===== src/rtl/coef_rle_pkg.sv =====
package coef_rle_pkg;

    typedef enum logic [1:0] {
        ST_DC   = 2'd0,
        ST_AC   = 2'd1,
        ST_DONE = 2'd2
    } rle_state_e;

    // Walk the zigzag scan k steps from the top-left corner and
    // return the natural row-major index reached.
    function automatic logic [5:0] zz_nat(input int k);
        int r;
        int c;
        r = 0;
        c = 0;
        for (int s = 0; s < 64; s++) begin
            if (s < k) begin
                if (((r + c) % 2) == 0) begin
                    if (c == 7)      r = r + 1;
                    else if (r == 0) c = c + 1;
                    else begin r = r - 1; c = c + 1; end
                end else begin
                    if (r == 7)      c = c + 1;
                    else if (c == 0) r = r + 1;
                    else begin r = r + 1; c = c - 1; end
                end
            end
        end
        return 6'(r * 8 + c);
    endfunction

endpackage


===== src/rtl/mag_extend.sv =====
module mag_extend #(
    parameter int MAG_W = 11,
    parameter int VAL_W = 16
) (
    input  logic [3:0]              size,
    input  logic [MAG_W-1:0]        bits,
    output logic signed [VAL_W-1:0] val
);
    logic [VAL_W-1:0] lim;
    logic [VAL_W-1:0] raw;
    logic             msb;

    always_comb begin
        lim = (VAL_W'(1) << size) - VAL_W'(1);
        raw = VAL_W'(bits) & lim;
        msb = |(raw & (lim ^ (lim >> 1)));
        if (size == 4'd0)
            val = '0;
        else if (msb)
            val = signed'(raw);
        else
            val = signed'(raw - lim);
    end
endmodule


===== src/rtl/zz_map.sv =====
module zz_map (
    input  logic [5:0] zz_idx,
    output logic [5:0] nat_idx
);
    logic [5:0] lut [64];

    for (genvar g = 0; g < 64; g++) begin : g_lut
        assign lut[g] = coef_rle_pkg::zz_nat(g);
    end

    assign nat_idx = lut[zz_idx];
endmodule


===== src/rtl/quant_tab.sv =====
module quant_tab #(
    parameter int QW     = 8,
    parameter int NUM_QT = 2,
    localparam int TW    = (NUM_QT > 1) ? $clog2(NUM_QT) : 1
) (
    input  logic          clk,
    input  logic          we,
    input  logic [TW-1:0] wr_tbl,
    input  logic [5:0]    wr_idx,
    input  logic [QW-1:0] wr_val,
    input  logic [TW-1:0] rd_tbl,
    input  logic [5:0]    rd_idx,
    output logic [QW-1:0] rd_val
);
    logic [QW-1:0] mem [NUM_QT*64];

    always_ff @(posedge clk) begin
        if (we)
            mem[{wr_tbl, wr_idx}] <= wr_val;
    end

    assign rd_val = mem[{rd_tbl, rd_idx}];
endmodule


===== src/rtl/coef_store.sv =====
module coef_store #(
    parameter int COEF_W = 24
) (
    input  logic                     clk,
    input  logic                     rst_n,
    input  logic                     wr_en,
    input  logic                     wr_clear,
    input  logic [5:0]               wr_idx,
    input  logic signed [COEF_W-1:0] wr_val,
    input  logic [5:0]               rd_idx,
    output logic signed [COEF_W-1:0] rd_val
);
    logic [COEF_W-1:0] mem [64];
    logic [63:0]       written_q;

    // A set bit marks a position written in the current block; others read zero.
    always_ff @(posedge clk or negedge rst_n) begin
        if (!rst_n)
            written_q <= '0;
        else if (wr_en) begin
            if (wr_clear)
                written_q <= 64'd1 << wr_idx;
            else
                written_q[wr_idx] <= 1'b1;
        end
    end

    always_ff @(posedge clk) begin
        if (wr_en)
            mem[wr_idx] <= wr_val;
    end

    assign rd_val = written_q[rd_idx] ? signed'(mem[rd_idx]) : '0;
endmodule


===== src/rtl/coef_rle_decoder.sv =====
module coef_rle_decoder
    import coef_rle_pkg::*;
#(
    parameter int NUM_COMP  = 4,
    parameter int MAG_W     = 11,
    parameter int VAL_W     = 16,
    parameter int QW        = 8,
    localparam int CW       = (NUM_COMP > 1) ? $clog2(NUM_COMP) : 1,
    localparam int COEF_W   = VAL_W + QW
) (
    input  logic                     clk,
    input  logic                     rst_n,
    input  logic                     sym_valid,
    output logic                     sym_ready,
    input  logic [7:0]               sym_code,
    input  logic [MAG_W-1:0]         sym_bits,
    input  logic [CW-1:0]            comp_sel,
    input  logic                     resync,
    input  logic                     qt_we,
    input  logic                     qt_tbl,
    input  logic [5:0]               qt_addr,
    input  logic [QW-1:0]            qt_val,
    input  logic [5:0]               rd_addr,
    output logic                     blk_done,
    output logic                     blk_err,
    output logic signed [COEF_W-1:0] rd_coef
);
    localparam int NUM_QT = 2;

    rle_state_e state_q, state_d;
    logic [5:0]              pos_q, pos_d;
    logic [CW-1:0]           comp_q;
    logic                    err_q;
    logic signed [VAL_W-1:0] pred_q [NUM_COMP];

    logic                    accept;
    logic [3:0]              run_len;
    logic [3:0]              bit_cnt;
    logic signed [VAL_W-1:0] mag_val;
    logic signed [VAL_W-1:0] pred_base;
    logic signed [VAL_W-1:0] dc_val;
    logic [6:0]              tgt_pos;
    logic [6:0]              zrl_pos;
    logic [5:0]              zz_idx;
    logic [5:0]              nat_idx;
    logic [CW-1:0]           comp_eff;
    logic                    q_tbl;
    logic [QW-1:0]           q_val;
    logic signed [VAL_W-1:0] wr_val;
    logic signed [COEF_W-1:0] wr_coef;

    logic wr_en, wr_clear, err_set, err_clr, pred_wr;

    assign accept  = sym_valid && sym_ready;
    assign run_len = sym_code[7:4];
    assign bit_cnt = sym_code[3:0];

    mag_extend #(.MAG_W(MAG_W), .VAL_W(VAL_W)) u_ext (
        .size (bit_cnt),
        .bits (sym_bits),
        .val  (mag_val)
    );

    assign pred_base = resync ? '0 : pred_q[comp_sel];
    assign dc_val    = pred_base + mag_val;
    assign tgt_pos   = {1'b0, pos_q} + 7'(run_len);
    assign zrl_pos   = {1'b0, pos_q} + 7'd16;
    assign zz_idx    = (state_q == ST_DC) ? 6'd0 : tgt_pos[5:0];
    assign comp_eff  = (state_q == ST_DC) ? comp_sel : comp_q;
    assign q_tbl     = (comp_eff == '0) ? 1'b0 : 1'b1;
    assign wr_val    = (state_q == ST_DC) ? dc_val : mag_val;
    assign wr_coef   = wr_val * signed'({1'b0, q_val});

    zz_map u_zz (
        .zz_idx  (zz_idx),
        .nat_idx (nat_idx)
    );

    quant_tab #(.QW(QW), .NUM_QT(NUM_QT)) u_qt (
        .clk    (clk),
        .we     (qt_we),
        .wr_tbl (qt_tbl),
        .wr_idx (qt_addr),
        .wr_val (qt_val),
        .rd_tbl (q_tbl),
        .rd_idx (nat_idx),
        .rd_val (q_val)
    );

    coef_store #(.COEF_W(COEF_W)) u_store (
        .clk      (clk),
        .rst_n    (rst_n),
        .wr_en    (wr_en),
        .wr_clear (wr_clear),
        .wr_idx   (nat_idx),
        .wr_val   (wr_coef),
        .rd_idx   (rd_addr),
        .rd_val   (rd_coef)
    );

    // State register
    always_ff @(posedge clk or negedge rst_n) begin
        if (!rst_n)
            state_q <= ST_DC;
        else
            state_q <= state_d;
    end

    // Next state and outputs
    always_comb begin
        state_d   = state_q;
        pos_d     = pos_q;
        wr_en     = 1'b0;
        wr_clear  = 1'b0;
        err_set   = 1'b0;
        err_clr   = 1'b0;
        pred_wr   = 1'b0;
        sym_ready = 1'b0;
        blk_done  = 1'b0;
        unique case (state_q)
            ST_DC: begin
                sym_ready = 1'b1;
                if (accept) begin
                    wr_en    = 1'b1;
                    wr_clear = 1'b1;
                    pred_wr  = 1'b1;
                    err_clr  = 1'b1;
                    pos_d    = 6'd1;
                    state_d  = ST_AC;
                end
            end
            ST_AC: begin
                sym_ready = 1'b1;
                if (accept) begin
                    if (sym_code == 8'h00) begin
                        state_d = ST_DONE;
                    end else if (sym_code == 8'hF0) begin
                        if (zrl_pos > 7'd64) begin
                            err_set = 1'b1;
                            state_d = ST_DONE;
                        end else if (zrl_pos == 7'd64) begin
                            state_d = ST_DONE;
                        end else begin
                            pos_d = zrl_pos[5:0];
                        end
                    end else if (bit_cnt == 4'd0 || tgt_pos > 7'd63) begin
                        err_set = 1'b1;
                        state_d = ST_DONE;
                    end else begin
                        wr_en = 1'b1;
                        if (tgt_pos == 7'd63)
                            state_d = ST_DONE;
                        else
                            pos_d = tgt_pos[5:0] + 6'd1;
                    end
                end
            end
            ST_DONE: begin
                blk_done = 1'b1;
                state_d  = ST_DC;
            end
            default: state_d = ST_DC;
        endcase
    end

    // Sequencer datapath
    always_ff @(posedge clk or negedge rst_n) begin
        if (!rst_n) begin
            pos_q  <= '0;
            comp_q <= '0;
            err_q  <= 1'b0;
            for (int i = 0; i < NUM_COMP; i++)
                pred_q[i] <= '0;
        end else begin
            pos_q <= pos_d;
            if (err_clr)
                err_q <= 1'b0;
            else if (err_set)
                err_q <= 1'b1;
            if (pred_wr)
                comp_q <= comp_sel;
            for (int i = 0; i < NUM_COMP; i++) begin
                if (pred_wr && comp_sel == CW'(i))
                    pred_q[i] <= dc_val;
                else if (resync)
                    pred_q[i] <= '0;
            end
        end
    end

    assign blk_err = err_q;

endmodule


===== config.mk =====
export PLATFORM = sky130hd
export DESIGN_NAME = coef_rle_decoder
export DESIGN_NICKNAME = d
export VERILOG_FILES = /design/src/rtl/coef_rle_pkg.sv /design/src/rtl/mag_extend.sv /design/src/rtl/zz_map.sv /design/src/rtl/quant_tab.sv /design/src/rtl/coef_store.sv /design/src/rtl/coef_rle_decoder.sv
export SDC_FILE = /design/constraint.sdc
export NUM_CORES = 2
export LEC_CHECK = 0
export BUFFER_PORTS_ARGS = -buffer_cell sky130_fd_sc_hd__buf_4
export CAP_MARGIN = 20
export CORE_UTILIZATION = 40
export DETAILED_ROUTE_END_ITERATION = 6
export PLACE_DENSITY_LB_ADDON = 0.05
export SLEW_MARGIN = 40
export SYNTH_ARGS = -nofsm -noshare
export SYNTH_HDL_FRONTEND = slang
export SYNTH_SLANG_ARGS = --single-unit

===== constraint.sdc =====
create_clock -name clk -period 27.3 [get_ports clk]
set_input_delay 4.095 -clock clk [delete_from_list [all_inputs] [get_ports clk]]
set_output_delay 4.095 -clock clk [all_outputs]
set_load 0.03 [all_outputs]

==> metrics <==
antenna viol nets, final 0; final setup fails 0; Post-Route Utilization 45.74%; fin crit period 17410 ps; Avg Inst Size Synth 16.45 µm²; H-Tree Depth 5; clk buf depth 4; Tcrit/Tclk final 63.79%; fmax 57.43 MHz; clk sinks 2699; height of the chip 536.0 µm; clock-pin transition on the worst setup and hold timing paths 60 ps; Worst Skew 38.60 ps; wire per inst 29.61 µm; CP max stage delay 700 ps; largest net degree at the start of global routing 168; Worst Setup End Kind register; kind of start point of the critical path input port; final worst slack 9886 ps; IO Port Bufs 73; Most used DFF post-synth edfxtp_1; initial antenna violation count 9; setup TNS 0 ps; design area 129400 µm²; clk_lat worst skew 900 ps; hold_sp u_store.written_q[26]$_DFFE_PN0P_; status finished, final reports clean; CP top delay family compound AO/OA/AOI/OAI gates; DRT Pass-1 Iters 5; drt drc 0; DIE WIDTH 536.0 µm; MaxCap Viol Count 0; total grt overflow 0; Routed WL 328000 µm; Ys Warns 0; crit path DAT 18000 ps; full die area 287300 µm²; RSZ-0062 raised after global routing no; post-CTS resize count 0; EDFF count, synth 2560; Post-Syn Nets 7168; Worst-Margin Slew 943.7 ps; crit path from sym_code[4]; hold-fix buffers at CTS 0; most common cell after layout, fill and taps aside edfxtp_1; layout cells sized above 1 20.02%; GR Util All Layers 22.76%; post-place setup slack 9005 ps; commonest non-fill, non-tap cells in the layout 2560 x edfxtp_1, 1032 x nand2_1, 539 x mux4_2; core area 283000 µm²; slowest CP cell a21oi_1; Seq cells post-synth 2699; CP max FO 113; first-pass GRT wire length 471600 µm; DPL Wire Length 186200 µm; vias per inst 5.638; Vias 62450; CTS root buf clkbuf_16; FP Rows 195; Mapped Area 114100 µm²; Setup Fix Bufs, Post-CTS 0; CTS Buf Count 301; register area share after synthesis 70.44%; nets@finish 7317; CTS tree done; CP required 27880 ps; ys async rst share 5.150%; vias in the first global route 63200; placed instance area 119900 µm²; Final Slew Violations 0; CP Buf/Inv Count 6; Starting DRT DRC Count 5328; initial core utilization 40.30%; HP Class reg -> reg; Mapped Cells 6936; CP Class in -> reg; # IOs 74; library cells used by synthesis 89; Final Wtd Congestion 0.7983; Reg-to-Reg Start pos_q[0]$_DFFE_PN0P_; final hold violations 0; Worst slew margin 35.46%; area growth from synthesis to layout 13.48%; Most common cell on crit path o21ai_0
metrics by stage:
stage / hold WS [ps] / instances
floorplan: 440.2 / 6936
global placement: 453.6 / 10510
detailed placement: 460.5 / 10520
CTS: 474.0 / 11060
global route: 483.6 / 11070
finish: 472.9 / 11080
flip-flops by register name, indices dropped and copies added (netlist names):
register           count
comp_q                 2
pos_q                  6
pred_q                64
blk_err                1
u_qt.mem            1024
u_store.mem         1536
state_q                2
u_store.written_q     64
area by class of cell:
| cell class | count | area [µm²] |
|---|---|---|
| tap | 3743 | 4683 |
| multi-input combinational | 3649 | 32160 |
| clock buffer | 382 | 7974 |
| timing repair buffer | 259 | 2321 |
| antenna | 12 | 30.03 |
| fill | 24610 | 153600 |
| inverter | 175 | 659.4 |
| sequential | 2699 | 80350 |
| clock inverter | 158 | 1272 |
path summary, 6_finish.rpt:
check | to | slack, ps | depth (start not counted)
worst max-delay path | u_store.mem[48][22]$_DFFE_PP_ | 9890 | 44
worst min-delay path | u_store.written_q[26]$_DFFE_PN0P_ | 470 | 1
worst max register to register | u_store.mem[48][22]$_DFFE_PP_ | 12840 | 43
worst min register to register | u_store.written_q[26]$_DFFE_PN0P_ | 470 | 1
max in group asynchronous | u_store.written_q[23]$_DFFE_PN0P_ | 22990 | 2
min in group asynchronous | pred_q[37]$_DFFE_PN0P_ | 3230 | 1
cells by family (layout without fill, tap and decap cells):
kind of cell               Yosys count  after routing  share of synthesized area [%]
buffers and inverters              588            974                          2.371
xor gates and xnor gates            62             62                         0.4958
AOI/OAI and AO/OA                  681            681                          4.113
other                                0             12                              0
and+or+nand+nor                   2061           2061                          8.222
DFF                               2699           2699                          70.44
muxes                              660            660                          11.72
adders and majority gates          185            185                          2.635
per-layer routing:
| metal | global-route usage (%) | routed length, µm | vias up |
|---|---|---|---|
| li1 | - | - | 27140 |
| met1 | 31.32 | 142800 | 33380 |
| met2 | 39.09 | 165100 | 1528 |
| met3 | 2.168 | 12870 | 410 |
| met4 | 5.225 | 7153 | 4 |
| met5 | 0 | 27 | - |
Yosys cell counts, types with 31 or more instances:
master / count / area share [%]
a21oi_1: 91 / 0.40
buf_4: 37 / 0.24
edfxtp_1: 2560 / 67
a311oi_1: 141 / 1.1
o21ai_0: 169 / 0.74
mux4_2: 539 / 11
and2_1: 75 / 0.41
xnor2_1: 44 / 0.34
ha_1: 93 / 1.0
nand2_1: 1042 / 3.4
inv_1: 172 / 0.57
buf_2: 83 / 0.36
and3_1: 165 / 0.90
nand2b_1: 35 / 0.19
nand3_1: 237 / 1.0
clkbuf_1: 196 / 0.64
dfrtp_1: 139 / 3.0
nor2b_1: 69 / 0.38
a21o_1: 74 / 0.49
nand3b_1: 70 / 0.46
a211oi_1: 31 / 0.20
mux2i_1: 106 / 0.93
nor2_1: 284 / 0.93
buf_1: 64 / 0.21
buf_6: 31 / 0.31
fa_1: 92 / 1.6
Power is not shown: default switching activity piles up to over one toggle a cycle in this logic, so the estimate is an artifact.
